[src/rtl/ahbmon_pkg.sv]
package ahbmon_pkg;
  localparam int ADDR_W = 32;
  localparam int MST_W  = 4;
  localparam int SLV_W  = 4;
  localparam int BEAT_W = 5;
  localparam int END_W  = 3;
  localparam int WAIT_W = 9;
  localparam int TS_W   = 32;

  typedef enum logic [1:0] {
    TR_IDLE   = 2'b00,
    TR_BUSY   = 2'b01,
    TR_NONSEQ = 2'b10,
    TR_SEQ    = 2'b11
  } trans_e;

  localparam logic [END_W-1:0] END_OK    = 3'd0;
  localparam logic [END_W-1:0] END_ERROR = 3'd1;
  localparam logic [END_W-1:0] END_RETRY = 3'd2;
  localparam logic [END_W-1:0] END_SPLIT = 3'd3;
  localparam logic [END_W-1:0] END_EARLY = 3'd4;

  typedef struct packed {
    logic [TS_W-1:0]   stamp;
    logic [31:0]       info;
    logic [ADDR_W-1:0] addr;
  } rec_t;

  // Expected length of a burst type; 0 means open-ended
  function automatic logic [BEAT_W-1:0] burst_len(input logic [2:0] hb);
    case (hb)
      3'd0:       burst_len = 5'd1;
      3'd1:       burst_len = 5'd0;
      3'd2, 3'd3: burst_len = 5'd4;
      3'd4, 3'd5: burst_len = 5'd8;
      default:    burst_len = 5'd16;
    endcase
  endfunction

  function automatic logic [BEAT_W-1:0] beat_step(input logic [BEAT_W-1:0] b);
    beat_step = (b == '1) ? b : b + 1'b1;
  endfunction

  function automatic logic [WAIT_W-1:0] wait_step(input logic [WAIT_W-1:0] w);
    wait_step = (w == '1) ? w : w + 1'b1;
  endfunction

  function automatic logic [END_W-1:0] end_code(input logic by_resp,
                                                input logic [1:0] resp,
                                                input logic [BEAT_W-1:0] beats,
                                                input logic [2:0] hb);
    logic [BEAT_W-1:0] len;
    len = burst_len(hb);
    if (by_resp)
      end_code = (resp == 2'd1) ? END_ERROR : (resp == 2'd2) ? END_RETRY : END_SPLIT;
    else if (len != '0 && beats < len)
      end_code = END_EARLY;
    else
      end_code = END_OK;
  endfunction

  function automatic logic [31:0] pack_info(input logic [MST_W-1:0] mst,
                                            input logic [SLV_W-1:0] slv,
                                            input logic wr,
                                            input logic [2:0] sz,
                                            input logic [2:0] hb,
                                            input logic [BEAT_W-1:0] beats,
                                            input logic [END_W-1:0] ec,
                                            input logic [WAIT_W-1:0] wt);
    pack_info = {wt, ec, beats, hb, sz, wr, slv, mst};
  endfunction
endpackage

[src/rtl/ahbmon_wait_track.sv]
module ahbmon_wait_track
  import ahbmon_pkg::*;
#(
  parameter int N_MASTERS = 4
) (
  input  logic                             clk,
  input  logic                             rst_n,
  input  logic [N_MASTERS-1:0]             hbusreq,
  input  logic [N_MASTERS-1:0]             hgrant,
  input  logic                             hready,
  output logic [N_MASTERS-1:0][WAIT_W-1:0] wait_last
);
  for (genvar g = 0; g < N_MASTERS; g++) begin : g_mst
    logic [WAIT_W-1:0] run_q;
    logic [WAIT_W-1:0] last_q;
    logic              gnt_ok;

    assign gnt_ok       = hgrant[g] && hready;
    assign wait_last[g] = last_q;

    always_ff @(posedge clk or negedge rst_n) begin
      if (!rst_n) begin
        run_q  <= '0;
        last_q <= '0;
      end else if (gnt_ok) begin
        last_q <= run_q;
        run_q  <= '0;
      end else if (hbusreq[g]) begin
        run_q <= wait_step(run_q);
      end
    end

    AST_WAIT_CLEAR: assert property (@(posedge clk) disable iff (!rst_n)
      gnt_ok |=> (run_q == '0));
  end
endmodule

[src/rtl/ahbmon_txn_track.sv]
module ahbmon_txn_track
  import ahbmon_pkg::*;
#(
  parameter int N_SLAVES = 4
) (
  input  logic                clk,
  input  logic                rst_n,
  input  logic [1:0]          htrans,
  input  logic [ADDR_W-1:0]   haddr,
  input  logic                hwrite,
  input  logic [2:0]          hsize,
  input  logic [2:0]          hburst,
  input  logic                hready,
  input  logic [1:0]          hresp,
  input  logic [MST_W-1:0]    hmaster,
  input  logic [N_SLAVES-1:0] hsel,
  input  logic [WAIT_W-1:0]   wait_sel,
  input  logic [TS_W-1:0]     stamp,
  output logic                rec_push,
  output rec_t                rec
);
  trans_e            tr;
  logic              open_q;
  logic [ADDR_W-1:0] addr_q;
  logic [MST_W-1:0]  mst_q;
  logic [SLV_W-1:0]  slv_q;
  logic              wr_q;
  logic [2:0]        size_q, burst_q;
  logic [BEAT_W-1:0] beats_q;
  logic [WAIT_W-1:0] wait_q;
  logic [TS_W-1:0]   stamp_q;
  logic [SLV_W-1:0]  slv_idx;

  // Named events for assertions and readability
  logic start_evt, seq_evt, resp_close, norm_close;

  assign tr         = trans_e'(htrans);
  assign start_evt  = hready && (tr == TR_NONSEQ);
  assign seq_evt    = open_q && hready && (tr == TR_SEQ);
  assign resp_close = open_q && !hready && (hresp != 2'b00);
  assign norm_close = open_q && hready && (tr == TR_NONSEQ || tr == TR_IDLE);
  assign rec_push   = resp_close || norm_close;

  always_comb begin
    slv_idx = '0;
    for (int i = N_SLAVES - 1; i >= 0; i--)
      if (hsel[i]) slv_idx = SLV_W'(i);
  end

  always_comb begin
    rec.addr  = addr_q;
    rec.stamp = stamp_q;
    rec.info  = pack_info(mst_q, slv_q, wr_q, size_q, burst_q, beats_q,
                          end_code(resp_close, hresp, beats_q, burst_q), wait_q);
  end

  always_ff @(posedge clk or negedge rst_n) begin
    if (!rst_n) begin
      open_q  <= 1'b0;
      addr_q  <= '0;
      mst_q   <= '0;
      slv_q   <= '0;
      wr_q    <= 1'b0;
      size_q  <= '0;
      burst_q <= '0;
      beats_q <= '0;
      wait_q  <= '0;
      stamp_q <= '0;
    end else if (start_evt) begin
      open_q  <= 1'b1;
      addr_q  <= haddr;
      mst_q   <= hmaster;
      slv_q   <= slv_idx;
      wr_q    <= hwrite;
      size_q  <= hsize;
      burst_q <= hburst;
      beats_q <= BEAT_W'(1);
      wait_q  <= wait_sel;
      stamp_q <= stamp;
    end else if (rec_push) begin
      open_q <= 1'b0;
    end else if (seq_evt) begin
      beats_q <= beat_step(beats_q);
    end
  end

  AST_BEATS_START: assert property (@(posedge clk) disable iff (!rst_n)
    (hready && htrans == TR_NONSEQ) |=> (open_q && beats_q == BEAT_W'(1)));
  AST_RESP_CLOSES: assert property (@(posedge clk) disable iff (!rst_n)
    (open_q && !hready && hresp != 2'b00) |=> !open_q);
endmodule

[src/rtl/ahbmon_rec_fifo.sv]
module ahbmon_rec_fifo
  import ahbmon_pkg::*;
#(
  parameter int DEPTH = 4
) (
  input  logic        clk,
  input  logic        rst_n,
  input  logic        push,
  input  rec_t        rec_in,
  output logic        full,
  output logic        rec_valid,
  input  logic        rec_ready,
  output logic [31:0] rec_data,
  output logic        rec_last
);
  localparam int PTR_W = (DEPTH > 1) ? $clog2(DEPTH) : 1;
  localparam int CNT_W = $clog2(DEPTH + 1);

  rec_t             mem [DEPTH];
  logic [PTR_W-1:0] wptr_q, rptr_q;
  logic [CNT_W-1:0] cnt_q;
  logic [1:0]       widx_q;
  logic             push_ok, pop;
  rec_t             head;

  function automatic logic [PTR_W-1:0] ptr_next(input logic [PTR_W-1:0] p);
    ptr_next = (p == PTR_W'(DEPTH - 1)) ? '0 : p + 1'b1;
  endfunction

  assign full      = (cnt_q == CNT_W'(DEPTH));
  assign push_ok   = push && !full;
  assign rec_valid = (cnt_q != '0);
  assign pop       = rec_valid && rec_ready && (widx_q == 2'd2);
  assign head      = mem[rptr_q];
  assign rec_last  = (widx_q == 2'd2);
  assign rec_data  = (widx_q == 2'd0) ? head.addr :
                     (widx_q == 2'd1) ? head.info : head.stamp;

  always_ff @(posedge clk) begin
    if (push_ok) mem[wptr_q] <= rec_in;
  end

  always_ff @(posedge clk or negedge rst_n) begin
    if (!rst_n) begin
      wptr_q <= '0;
      rptr_q <= '0;
      cnt_q  <= '0;
      widx_q <= '0;
    end else begin
      if (push_ok) wptr_q <= ptr_next(wptr_q);
      if (pop)     rptr_q <= ptr_next(rptr_q);
      if (push_ok && !pop)      cnt_q <= cnt_q + 1'b1;
      else if (!push_ok && pop) cnt_q <= cnt_q - 1'b1;
      if (rec_valid && rec_ready) widx_q <= (widx_q == 2'd2) ? 2'd0 : widx_q + 1'b1;
    end
  end
endmodule

[src/rtl/ahb_txn_monitor.sv]
module ahb_txn_monitor
  import ahbmon_pkg::*;
#(
  parameter int N_MASTERS = 4,
  parameter int N_SLAVES  = 4,
  parameter int FIFO_RECS = 4,
  parameter int DROP_W    = 16
) (
  input  logic                 clk,
  input  logic                 rst_n,
  input  logic [N_MASTERS-1:0] hbusreq,
  input  logic [N_MASTERS-1:0] hgrant,
  input  logic [3:0]           hmaster,
  input  logic [N_SLAVES-1:0]  hsel,
  input  logic [1:0]           htrans,
  input  logic [31:0]          haddr,
  input  logic                 hwrite,
  input  logic [2:0]           hsize,
  input  logic [2:0]           hburst,
  input  logic                 hready,
  input  logic [1:0]           hresp,
  output logic                 rec_valid,
  input  logic                 rec_ready,
  output logic [31:0]          rec_data,
  output logic                 rec_last,
  output logic                 ovf_flag,
  output logic [DROP_W-1:0]    drop_count
);
  logic [TS_W-1:0]                  stamp_q;
  logic [N_MASTERS-1:0][WAIT_W-1:0] wait_all;
  logic [WAIT_W-1:0]                wait_sel;
  logic                             rec_push, fifo_full, drop_evt;
  rec_t                             rec;

  always_ff @(posedge clk or negedge rst_n) begin
    if (!rst_n) stamp_q <= '0;
    else        stamp_q <= stamp_q + 1'b1;
  end

  ahbmon_wait_track #(.N_MASTERS(N_MASTERS)) u_wait (
    .clk(clk), .rst_n(rst_n), .hbusreq(hbusreq), .hgrant(hgrant),
    .hready(hready), .wait_last(wait_all)
  );

  always_comb begin
    wait_sel = '0;
    for (int i = 0; i < N_MASTERS; i++)
      if (hmaster == MST_W'(i)) wait_sel = wait_all[i];
  end

  ahbmon_txn_track #(.N_SLAVES(N_SLAVES)) u_track (
    .clk(clk), .rst_n(rst_n), .htrans(htrans), .haddr(haddr), .hwrite(hwrite),
    .hsize(hsize), .hburst(hburst), .hready(hready), .hresp(hresp),
    .hmaster(hmaster), .hsel(hsel), .wait_sel(wait_sel), .stamp(stamp_q),
    .rec_push(rec_push), .rec(rec)
  );

  ahbmon_rec_fifo #(.DEPTH(FIFO_RECS)) u_fifo (
    .clk(clk), .rst_n(rst_n), .push(rec_push), .rec_in(rec), .full(fifo_full),
    .rec_valid(rec_valid), .rec_ready(rec_ready), .rec_data(rec_data),
    .rec_last(rec_last)
  );

  assign drop_evt = rec_push && fifo_full;

  always_ff @(posedge clk or negedge rst_n) begin
    if (!rst_n) begin
      ovf_flag   <= 1'b0;
      drop_count <= '0;
    end else if (drop_evt) begin
      ovf_flag <= 1'b1;
      if (drop_count != '1) drop_count <= drop_count + 1'b1;
    end
  end

  // Beat position counter kept for the stream assertions
  logic [1:0] word_mod_q;
  always_ff @(posedge clk or negedge rst_n) begin
    if (!rst_n) word_mod_q <= '0;
    else if (rec_valid && rec_ready) word_mod_q <= (word_mod_q == 2'd2) ? 2'd0 : word_mod_q + 1'b1;
  end

  AST_LAST_THIRD: assert property (@(posedge clk) disable iff (!rst_n)
    (rec_valid && rec_last) |-> (word_mod_q == 2'd2));
  AST_STREAM_HOLD: assert property (@(posedge clk) disable iff (!rst_n)
    (rec_valid && !rec_ready) |=> (rec_valid && $stable(rec_data) && $stable(rec_last)));
  AST_OVF_STICKY: assert property (@(posedge clk) disable iff (!rst_n)
    ovf_flag |=> ovf_flag);
  AST_DROP_ONLY_FULL: assert property (@(posedge clk) disable iff (!rst_n)
    !$stable(drop_count) |-> $past(fifo_full && rec_push));
endmodule

[config.mk]
export PLATFORM = sky130hd
export DESIGN_NAME = ahb_txn_monitor
export DESIGN_NICKNAME = d
export VERILOG_FILES = /design/src/rtl/ahbmon_pkg.sv /design/src/rtl/ahbmon_wait_track.sv /design/src/rtl/ahbmon_txn_track.sv /design/src/rtl/ahbmon_rec_fifo.sv /design/src/rtl/ahb_txn_monitor.sv
export SDC_FILE = /design/constraint.sdc
export NUM_CORES = 1
export LEC_CHECK = 0
export BUFFER_PORTS_ARGS = -buffer_cell sky130_fd_sc_hd__buf_2
export CELL_PAD_IN_SITES_DETAIL_PLACEMENT = 1
export CELL_PAD_IN_SITES_GLOBAL_PLACEMENT = 1
export CORE_UTILIZATION = 45
export CTS_CLUSTER_SIZE = 12
export DETAILED_ROUTE_END_ITERATION = 8
export GPL_TIMING_DRIVEN = 0
export MAX_ROUTING_LAYER = met4
export PLACE_DENSITY = 0.8
export SYNTH_ARGS = -nofsm -noshare
export SYNTH_HDL_FRONTEND = slang
export SYNTH_SLANG_ARGS = --single-unit
export TNS_END_PERCENT = 50
[constraint.sdc]
create_clock -name clk -period 5 [get_ports clk]
set_clock_uncertainty 0.05 [all_clocks]
set_input_delay 0.25 -clock clk [delete_from_list [all_inputs] [get_ports clk]]
set_output_delay 0.25 -clock clk [all_outputs]
set_load 0.03 [all_outputs]
# ---- Word level (Yosys, flattened, before mapping)
# Memories as Yosys holds them, arrays and structs flattened.
# Cells that the tools add are included.
dict set report word_totals {
  input_bits 63
  wordCells 153
  n_memories 1
  latch_bits 0
  mem_bits_rw 384
  register_bits 224
  out_inout_bits 51
  rom_bits 0
}
# name depth word_bits rd rd_clocked_by_memory_dff write_ports line
set mem_list {}
lappend mem_list {u_fifo.mem 4 96 1 0 1 ahbmon_rec_fifo.sv:19} ;# rec_t mem [DEPTH];
dict set report classes {
  n_mux 40
  n_reduce_logical 45
  add_sub_neg 12
  multipliers 0
  n_bitwise 0
  n_eq_ne 29
  magnitude_cmp 1
  div_mod_pow 0
  n_shift 0
}
# op n
set ops {}
lappend ops {{$mux W9} 16}
lappend ops {{$mux W32} 2}
lappend ops {{$add A9 B1 Y9 const B} 4}
lappend ops {{$eq A9 B9 Y1 const B} 4}
lappend ops {{$add A32 B1 Y32 const B} 1}
lappend ops {{$mux W5} 4}
lappend ops {{$pmux W5 S4} 1}
lappend ops {{$logic_and A1 B1 Y1} 17}
lappend ops {{$add A16 B1 Y16 const B} 1}
lappend ops {{$ne A16 B16 Y1 const B} 1}
lappend ops {{$reduce_bool A2 Y1} 8}
lappend ops {{$mux W3} 5}
lappend ops {{$eq A2 B2 Y1 const B} 6}
lappend ops {{$mux W4} 3}
lappend ops {{$ne A2 B1 Y1 const B} 6}
lappend ops {{$reduce_and A2 Y1} 5}
lappend ops {{$eq A3 B3 Y1 const B} 3}
lappend ops {{$eq A4 B2 Y1 const B} 2}
lappend ops {{$mux W2} 4}
lappend ops {{$add A2 B1 Y2 const B} 3}
lappend ops {{$eq A3 B2 Y1 const B} 2}
lappend ops {{$add A5 B1 Y5 const B} 1}
lappend ops {{$eq A5 B5 Y1 const B} 1}
lappend ops {{$lt A5 B5 Y1} 1}
lappend ops {{other kinds (15)} 26}

# ---- Longest topological paths before layout
# Gate-level depths: netlist (run 1).
dict set report depth {
  ltp_word 9
  mapped_depth 10
}

# ---- By module
# A second synthesis (run 1) with hierarchy kept.
dict set report unflattened {
  cells_unflattened 1549
  hier_area_um2 25296.8
}
# mod area_per_inst_um2 instances cells_per_inst
set modules_own_cells {}
lappend modules_own_cells {ahbmon_rec_fifo 15459.8 1 765}
lappend modules_own_cells {ahbmon_txn_track 4086.4 1 236}
lappend modules_own_cells {ahbmon_wait_track 3209.3 1 337}
lappend modules_own_cells {ahb_txn_monitor 2541.2 1 211}

# ---- Worst setup path before layout (run 1)
# Ideal clock, no wire load.
dict set report synth_timing {
  path_type {flip-flop to flip-flop}
  start {register u_track.open_q}
  end {memory u_fifo.mem[0][0] (netlist bit), enable pin}
  path_stages_with_launch 5
  setup_slack_ps 1331
  t_required_ps 4487
  path_buffers 0
  synth_period_minus_slack_ps 3669
  arrival_time_ps 3156
  path_cell_list {dfrtp_1 -> a21boi_2 -> nand2_1 -> nor2_1 -> and2_1}
}
dict set report synth_between {
  elab_chain_len 6
  elab_cells_between_ends 8
  cone_classes {2 x mux; 6 x reduce/logical}
}
# element line
set synth_lines {}
lappend synth_lines {{start: declaration} ahbmon_txn_track.sv:23} ;# logic open_q;
lappend synth_lines {{start signal: assignment} ahbmon_txn_track.sv:59} ;# open_q <= 1'b0;
lappend synth_lines {{start signal: assignment} ahbmon_txn_track.sv:70} ;# open_q <= 1'b1;
lappend synth_lines {{start signal: assignment} ahbmon_txn_track.sv:81} ;# open_q <= 1'b0;
lappend synth_lines {{$logic_and A1 B1 Y1 (on tied branches) (2 in a row)} {ahbmon_txn_track.sv:40, ahbmon_txn_track.sv:41}}
lappend synth_lines {{$logic_or A1 B1 Y1 (*)} ahbmon_txn_track.sv:42} ;# assign rec_push = resp_close || norm_close;
lappend synth_lines {{$logic_and A1 B1 Y1 (*)} ahbmon_rec_fifo.sv:31} ;# assign push_ok = push && !full;
lappend synth_lines {{named net u_fifo.push_ok} ahbmon_rec_fifo.sv:23} ;# logic push_ok, pop;
lappend synth_lines {{$mux W1 (*)} ahbmon_rec_fifo.sv:40} ;# if (push_ok) mem[wptr_q] <= rec_in;
lappend synth_lines {{$mux W1 (implied by the code) (*)} ahbmon_rec_fifo.sv:40}
lappend synth_lines {{end: declaration} ahbmon_rec_fifo.sv:19}
# The timed path passes the listed nets; every way through them passes the cells marked *.

# ---- Worst setup path after layout (run 1)
dict set report layout_timing {
  start {register u_fifo.rptr_q[1]}
  end {output rec_data[22]}
}
dict set report layout_between {
  elab_chain_len 3
}
# element line
set layout_lines {}
lappend layout_lines {{start: declaration} ahbmon_rec_fifo.sv:20} ;# logic [PTR_W-1:0] wptr_q, rptr_q;
lappend layout_lines {{start signal: assignment} ahbmon_rec_fifo.sv:51} ;# if (pop) rptr_q <= ptr_next(rptr_q);
lappend layout_lines {{$mem_v2 Z4 W96 (*)} -}
lappend layout_lines {{$mux W32} ahbmon_rec_fifo.sv:37} ;# (widx_q == 2'd1) ? head.info : head.stamp;
lappend layout_lines {{$mux W32 (*)} ahbmon_rec_fifo.sv:36} ;# assign rec_data = (widx_q == 2'd0) ? head.addr :
lappend layout_lines {{end: declaration} ahb_txn_monitor.sv:24} ;# output logic [31:0] rec_data,
# Every way passes the cells marked *; elsewhere a longest branch is shown, timed or not.

==> summary.txt, run 1 <==
Setup path
  • CP max stage cell: clkbuf_1
  • CP max FO: 10
  • CP Data Required Time: 4700 ps
  • Critical path type: reg -> out
  • CP Launch Type: flip-flop
  • Most Frequent Cell on Critical Path: clkbuf_1
  • Crit path DAT: 3190 ps
  • Crit path cell chain: clkbuf_1 > clkbuf_1 > mux4_2 > mux2i_1 > o21ai_0 > buf_2
  • CP endpoint kind: output port
  • Slowest stage delay, CP: roughly 680 ps

Die
  • Initial Utilization: 0.455
  • Die H: 232 microns
  • I/O pin cnt: 114
  • Core area: 0.0526 sq mm
  • Row count: 84
  • Die W: between 200 and 250 microns
  • Die Area: around 0.054 sq mm

Clock tree
  • H-tree Lvls: 2
  • Root buf cell: clkbuf_16
  • Clock Latency Late Sink: ~620 ps
  • Post-cts sizing count: 0
  • Clk buf depth: 3
  • CTS tree: yes
  • Clock slew at reported path FFs: 60 ps
  • Clock Sink Count: between 500 and 600
  • Num CTS Buffers: approximately 60

Yosys
  • #FFs+latches synth: between 500 and 600
  • Synth cell types: 50
  • Most frequent cells after synthesis: nand2_1 (400), edfxtp_1 (376), dfrtp_1 (222), mux4_2 (103), nor2_1 (51)
  • Leading area contributor after synthesis: edfxtp_1
  • Mapped Cells: 1568
  • Register area share after synthesis: 0.705
  • Post-synth EDFFs: 376
  • Yosys Warn Count: 0
  • Post-Syn Area: 0.0239 sq mm
  • Synth Area per Inst: roughly 15 sq um
  • Most frequent cell after synthesis: nand2_1
  • Post-synthesis net count: 1653
  • Most used DFF post-synth: edfxtp_1
  • Synth area leaders: edfxtp_1 (47%), dfrtp_1 (23%), mux4_2 (9.7%)
  • Ys async rst share: 0.371
  • Synth top area share: 0.472

Run
  • Max_cap viols: 0

Route
  • Vias: 13890
  • Iteration count of the initial detailed-routing pass: 5
  • Vias/cell: roughly 5.5
  • Residual DRC: 0
  • DR iter-0 viols: 970
  • Routed wire per std cell: 23.8 microns
  • Final WL: 60100 microns
  • Routed Antenna Nets: 0

Cells and area
  • Ant. Diodes: 0
  • Storage element area: 0.0168 sq mm
  • Multi-input gate area: 0.00672 sq mm
  • # fillers: 5088
  • Area Overhead vs Synth: 16.0%
  • Fraction of layout cells with a size suffix above 1: 0.188
  • Finished Layout Cells: between 2000 and 3000
  • Fin util: 0.527
  • Fin nets: 1876

STA
  • Slew Viols, Final: 0
  • Final setup viols: 0
  • Final period utilization: 0.698
  • Final hold vios: 0
  • Final Critical Period: approximately 3500 ps
  • RSZ-0062 raised after global routing: no
  • Final setup TNS: 0 ps
  • FMAX: 287 MHz
  • Relative slew slack: 0.248
  • Worst Tran Pin Value: approximately 1100 ps

Run status
  • Status: completed

Global routing
  • Initial antenna violation count: 0
  • Global Route Usage Sum: 0.237
  • Vias in the first global route: 15327
  • Final global-route overflow total: 0
  • Largest net degree at the start of global routing: 120
  • GRT Max-Usage Layer: met2
  • First-pass GRT wire length: 92500 microns
  • Met1 usage: 0.289
  • M3 GR Usage: 0.0403
  • Met2 Use GR: 0.402

Placement
  • Placed cell count: roughly 2400
  • DP HPWL: around 40000 microns
  • I/O Buffers: about 110
  • GPL Wtd Cong: between 0.8 and 0.9

Pwr
  • Power Dens Cells: 520 mW/mm^2
  • Static leakage: 0.0112 uW
  • Maximum vdd drop: 0.318 mV

Hold path
  • HP Class: in -> reg
[state kept, by name (all words and copies together) (netlist names), 3 cells and up]
signal / count
u_track.burst_q: 3
drop_count: 16
stamp_q: 32
u_wait.g_mst.run_q: 36
u_track.addr_q: 32
u_fifo.cnt_q: 3
u_track.stamp_q: 32
u_track.wait_q: 9
u_track.mst_q: 4
u_track.size_q: 3
u_wait.g_mst.last_q: 36
u_fifo.mem: 376
u_track.beats_q: 5
[where the power goes]
group / internal, uW / switching, uW / total (uW)
Clock: 2370 / 1840 / 4210
Sequential: 5950 / 350 / 6300
Combinational: 1460 / 2440 / 3900
[placed cells by master, fill, tap and decap left out, types with 7 or more instances in the layout]
| cell | count |
|---|---|
| clkbuf_1 | 74 |
| xnor2_1 | 32 |
| a22o_1 | 11 |
| dlygate4sd3_1 | 46 |
| clkbuf_16 | 59 |
| and3_1 | 18 |
| edfxtp_1 | 376 |
| mux2_2 | 7 |
| nand3_1 | 21 |
| mux4_2 | 103 |
| nand2_1 | 400 |
| nor2_1 | 51 |
| dfrtp_1 | 222 |
| buf_2 | 133 |
| nor3_1 | 13 |
| ha_1 | 21 |
| mux2i_1 | 38 |
| xor2_1 | 42 |
| o21ai_0 | 41 |
| nand4_1 | 29 |
[metrics by stage]
step	hold WS (ps)	power (uW)	instance area, sq um	setup WS [ps]
4_1_cts	33.7	14500	27700	1440
5_1_grt	89.7	15000	27700	1430
6_report	58.9	14400	27700	1510
3_5_place_dp	333	10300	25500	2140
2_1_floorplan	-95.6	8860	23900	1330
3_3_place_gp	395	10100	25300	-702
[kinds of logic after synthesis]
kind of cell / after synthesis / synth area share
xor+xnor: 74 / 0.0271
flops: 598 / 0.705
mux: 149 / 0.117
fa+ha+maj: 22 / 0.0118
buf+inv: 76 / 0.0143
compound gates: 61 / 0.0153
simple gates: 588 / 0.110
[timing repair]
action                    4_1_cts  5_1_grt
hold buffers                   46        0
buffers inserted                0        0
hold endpoints to repair      157        0
[layer usage]
layer	wire, microns	part of all wire	vias up
met5	0	0	-
met2	31000	0.52	402
li1	-	-	6151
met3	2980	0.050	103
met1	24200	0.40	7234
met4	1870	0.031	0
[critical path, delay by kind of cell (launching register included)]
| family | cells | cell delay [ps] |
|---|---|---|
| compound gates | 1 | 490 |
| buf+inv | 3 | 1210 |
| flops | 1 | 380 |
| mux | 2 | 480 |
[final cells by class]
cell class	instances	share of cell area
multi-input combinational	894	0.242
clock inverter	9	0.00402
tap	688	0.0311
buffer	70	0.0115
timing repair buffer	162	0.0420
clock buffer	101	0.0604
inverter	6	0.000812
sequential	598	0.608
[worst paths after layout]
kind	startpoint	endpoint	slack [ps]	cells past startpoint
worst max-delay path	u_fifo.rptr_q[1]$_DFFE_PN0P_	rec_data[22]	1510	6
worst min-delay path	hgrant[1]	u_wait.g_mst[1].last_q[4]$_DFFE_PN0P_	60	4
worst max register to register	u_track.open_q$_DFFE_PN0P_	u_fifo.mem[0][8]$_DFFE_PP_	2180	5
worst min register to register	u_wait.g_mst[3].last_q[2]$_DFFE_PN0P_	u_wait.g_mst[3].last_q[2]$_DFFE_PN0P_	430	2
max in group asynchronous	rst_n	u_track.addr_q[13]$_DFFE_PN0P_	3530	3
min in group asynchronous	rst_n	drop_count[10]$_DFFE_PN0P_	220	2
No activity file was read; power rests on OpenSTA's default activity.
==> inputs of run 2 (changes only) <==
--- a/config.mk
+++ b/config.mk
@@ -13,7 +13,7 @@
 export DETAILED_ROUTE_END_ITERATION = 8
 export GPL_TIMING_DRIVEN = 0
 export MAX_ROUTING_LAYER = met4
-export PLACE_DENSITY = 0.8
+export PLACE_DENSITY = 0.83
 export SYNTH_ARGS = -nofsm -noshare
 export SYNTH_HDL_FRONTEND = slang
 export SYNTH_SLANG_ARGS = --single-unit
==> constraint.sdc (replaced) <==
create_clock -name clk -period 2.9 [get_ports clk]
set_clock_uncertainty 0.05 [all_clocks]
set_input_delay 0.145 -clock clk [delete_from_list [all_inputs] [get_ports clk]]
set_output_delay 0.145 -clock clk [all_outputs]
set_load 0.03 [all_outputs]
==> summary.txt, run 2 (synthesized netlist as in run 1, its figures left out) <==
Cells and area
  • Biggest regs: u_fifo.mem (376), u_wait.g_mst.last_q (36), u_wait.g_mst.run_q (36)
  • Fin nets: 1892 (+0.85%)
  • # fillers: 5120 (+0.63%)
  • Commonest non-fill, non-tap cell in the layout: nand2_1
  • Largest register FFs: 376 (unchanged)
  • Storage element area: 0.0168 sq mm (about the same)
  • Biggest register: u_fifo.mem
  • Area Overhead vs Synth: 17.8%
  • Fin util: 0.536 (+0.00824)
  • Multi-input gate area: 0.00690 sq mm (+2.7%)
  • Fraction of layout cells with a size suffix above 1: 0.205 (+0.0170)
  • Most frequent cells in the layout: nand2_1 (400), edfxtp_1 (376), dfrtp_1 (221)

Setup path
  • Crit path cell chain: dlygate4sd3_1 > buf_2 > or2_0 > clkbuf_1 > clkbuf_1 > nand2_1 > o41ai_1 > dlygate4sd3_1
  • CP Data Required Time: 3400 ps (-1300 ps)
  • CP max stage cell: clkbuf_1
  • CP max FO: 10 (unchanged)
  • Critical path type: in -> reg
  • CP endpoint kind: flip-flop
  • Crit path DAT: 3390 ps (+200 ps)
  • Slowest stage delay, CP: 870 ps (+190 ps)
  • CP Launch Type: primary input

STA
  • Final period utilization: 0.996
  • Final Critical Period: slightly below 3000 ps
  • Final hold slack: 50.7 ps (-8.23 ps)
  • Final setup viols: 0 (unchanged)
  • Relative slew slack: 0.238 (-0.0108)
  • RSZ-0062 raised after global routing: yes
  • Slew Viols, Final: 0 (unchanged)
  • FMAX: about 350 MHz
  • Final hold vios: 0 (unchanged)
  • Worst Tran Pin Value: 1140 ps (+16.1 ps)

Clock tree
  • Clk buf depth: 3 (unchanged)
  • Clock Latency Late Sink: 610 ps (about the same)
  • H-tree Lvls: 2 (unchanged)
  • Root buf cell: clkbuf_16
  • Clock Sink Count: 598 (unchanged)
  • Clock slew at reported path FFs: 60 ps (about the same)
  • Num CTS Buffers: 59 (unchanged)
  • Postcts setup bufs: 0 (unchanged)
  • CTS tree: yes

Die
  • Core area: 0.0526 sq mm (unchanged)
  • Die H: 232 microns (unchanged)
  • Die W: 232 microns (unchanged)
  • I/O pin cnt: 114 (unchanged)
  • Row count: 84 (unchanged)
  • Die Area: 0.0540 sq mm (unchanged)
  • Initial Utilization: 0.455 (unchanged)

Route
  • Vias/cell: 5.56 (+1.3%)
  • Iteration count of the initial detailed-routing pass: 5 (unchanged)
  • Routed wire per std cell: 24.5 microns (+3.1%)
  • Vias: 14174 (+2.0%)
  • Residual DRC: 0 (unchanged)
  • DR iter-0 viols: 1157 (+19%)
  • Routed Antenna Nets: 0 (unchanged)
  • Final WL: 62400 microns (+3.9%)

Global routing
  • First-pass GRT wire length: 93300 microns (+0.90%)
  • Vias in the first global route: 15624 (+1.9%)
  • Largest net degree at the start of global routing: 114 (-5.0%)
  • Global Route Usage Sum: 0.239 (+0.00240)
  • Initial antenna violation count: 1 (+1)
  • Final global-route overflow total: 0 (unchanged)

Run
  • Max_cap viols: 0 (unchanged)

Placement
  • I/O Buffers: 111 (unchanged)
  • DP HPWL: 39800 microns (about the same)
  • GPL Wtd Cong: 0.812 (+0.33%)

Pwr
  • Power Dens Cells: 906 mW/mm^2 (+74%)
  • Static leakage: 0.0113 uW (+0.97%)
  • Maximum vdd drop: 0.688 mV (+120%)

Run status
  • Status: completed

Hold path
  • HP Class: in -> reg
## run 2: cell types whose count changed in the layout (fill, tap and decap cells not counted), sizes merged, moves of 2 or more
cell / delta
clkinvlp: +2
bufinv: -2
dlygate4sd3: +12
clkbuf: +3
and2: +4
## run 2: through the flow
step | worst slack (ps) | cell area [sq um] | std cells | TNS (ps) | total power [uW]
global placement | -2810 | 25300 | 2367 | -1251400 | 17400
CTS | -2.16 | 28100 | 2542 | -2.16 | 25500
finish | 11.9 | 28200 | 2547 | 0 | 25500
detailed placement | 29.2 | 25500 | 2373 | 0 | 17700
global route | -90.9 | 28200 | 2547 | -135 | 26400
floorplan | -769 | 23900 | 1568 | -144560 | 15300
## run 2: final timing paths
path / startpoint / to / slack, ps / depth (start not counted)
min in group asynchronous: rst_n / drop_count[13]$_DFFE_PN0P_ / 60 / 3
worst min-delay path: hresp[1] / u_fifo.mem[1][53]$_DFFE_PP_ / 50 / 2
worst min register to register: u_wait.g_mst[3].last_q[8]$_DFFE_PN0P_ / u_wait.g_mst[3].last_q[8]$_DFFE_PN0P_ / 440 / 2
max in group asynchronous: rst_n / u_track.addr_q[21]$_DFFE_PN0P_ / 1730 / 4
worst max register to register: u_fifo.widx_q[1]$_DFFE_PN0P_ / u_fifo.cnt_q[1]$_DFFE_PN0P_ / 140 / 8
worst max-delay path: htrans[0] / u_track.slv_q[1]$_DFFE_PN0P_ / 10 / 8
## run 2: routing by layer
metal | vias to the layer above | GRT usage | wire length, microns | part of all wire
met1 | 7381 | 0.288 | 24600 | 0.39
met4 | 0 | 0.0958 | 2270 | 0.036
li1 | 6218 | - | - | -
met2 | 455 | 0.407 | 32400 | 0.52
met3 | 120 | 0.0335 | 3110 | 0.050
met5 | - | - | 0 | 0
## run 2: worst max-delay path: cells and delay by family
| family | cells | cell delay [ps] |
|---|---|---|
| buf+inv | 5 | 2790 |
| simple gates | 2 | 350 |
| compound gates | 1 | 90 |
## run 2: cell type report
type | instances | share of cell area
Tap cell | 688 | 0.0306
Buffer | 69 | 0.0146
Inverter | 6 | 0.000800
Clock buffer | 104 | 0.0610
Clock inverter | 8 | 0.00213
Multi-Input combinational cell | 898 | 0.245
Antenna cell | 1 | 0.0000889
Timing Repair Buffer | 175 | 0.0472
Sequential cell | 598 | 0.598
## run 2: timing repair
item	4_1_cts	5_1_grt
hold endpoints to repair	203	0
gates resized for setup	67	18
hold buffers	58	0
gates cloned	0	4
setup endpoints to repair	32	222
pin swaps	0	4
## run 2: power breakdown
| group | internal (uW) | switching [uW] |
|---|---|---|
| clock network | 3980 | 3180 |
| registers | 10300 | 628 |
| logic | 2930 | 4520 |
| total | 17200 | 8330 |
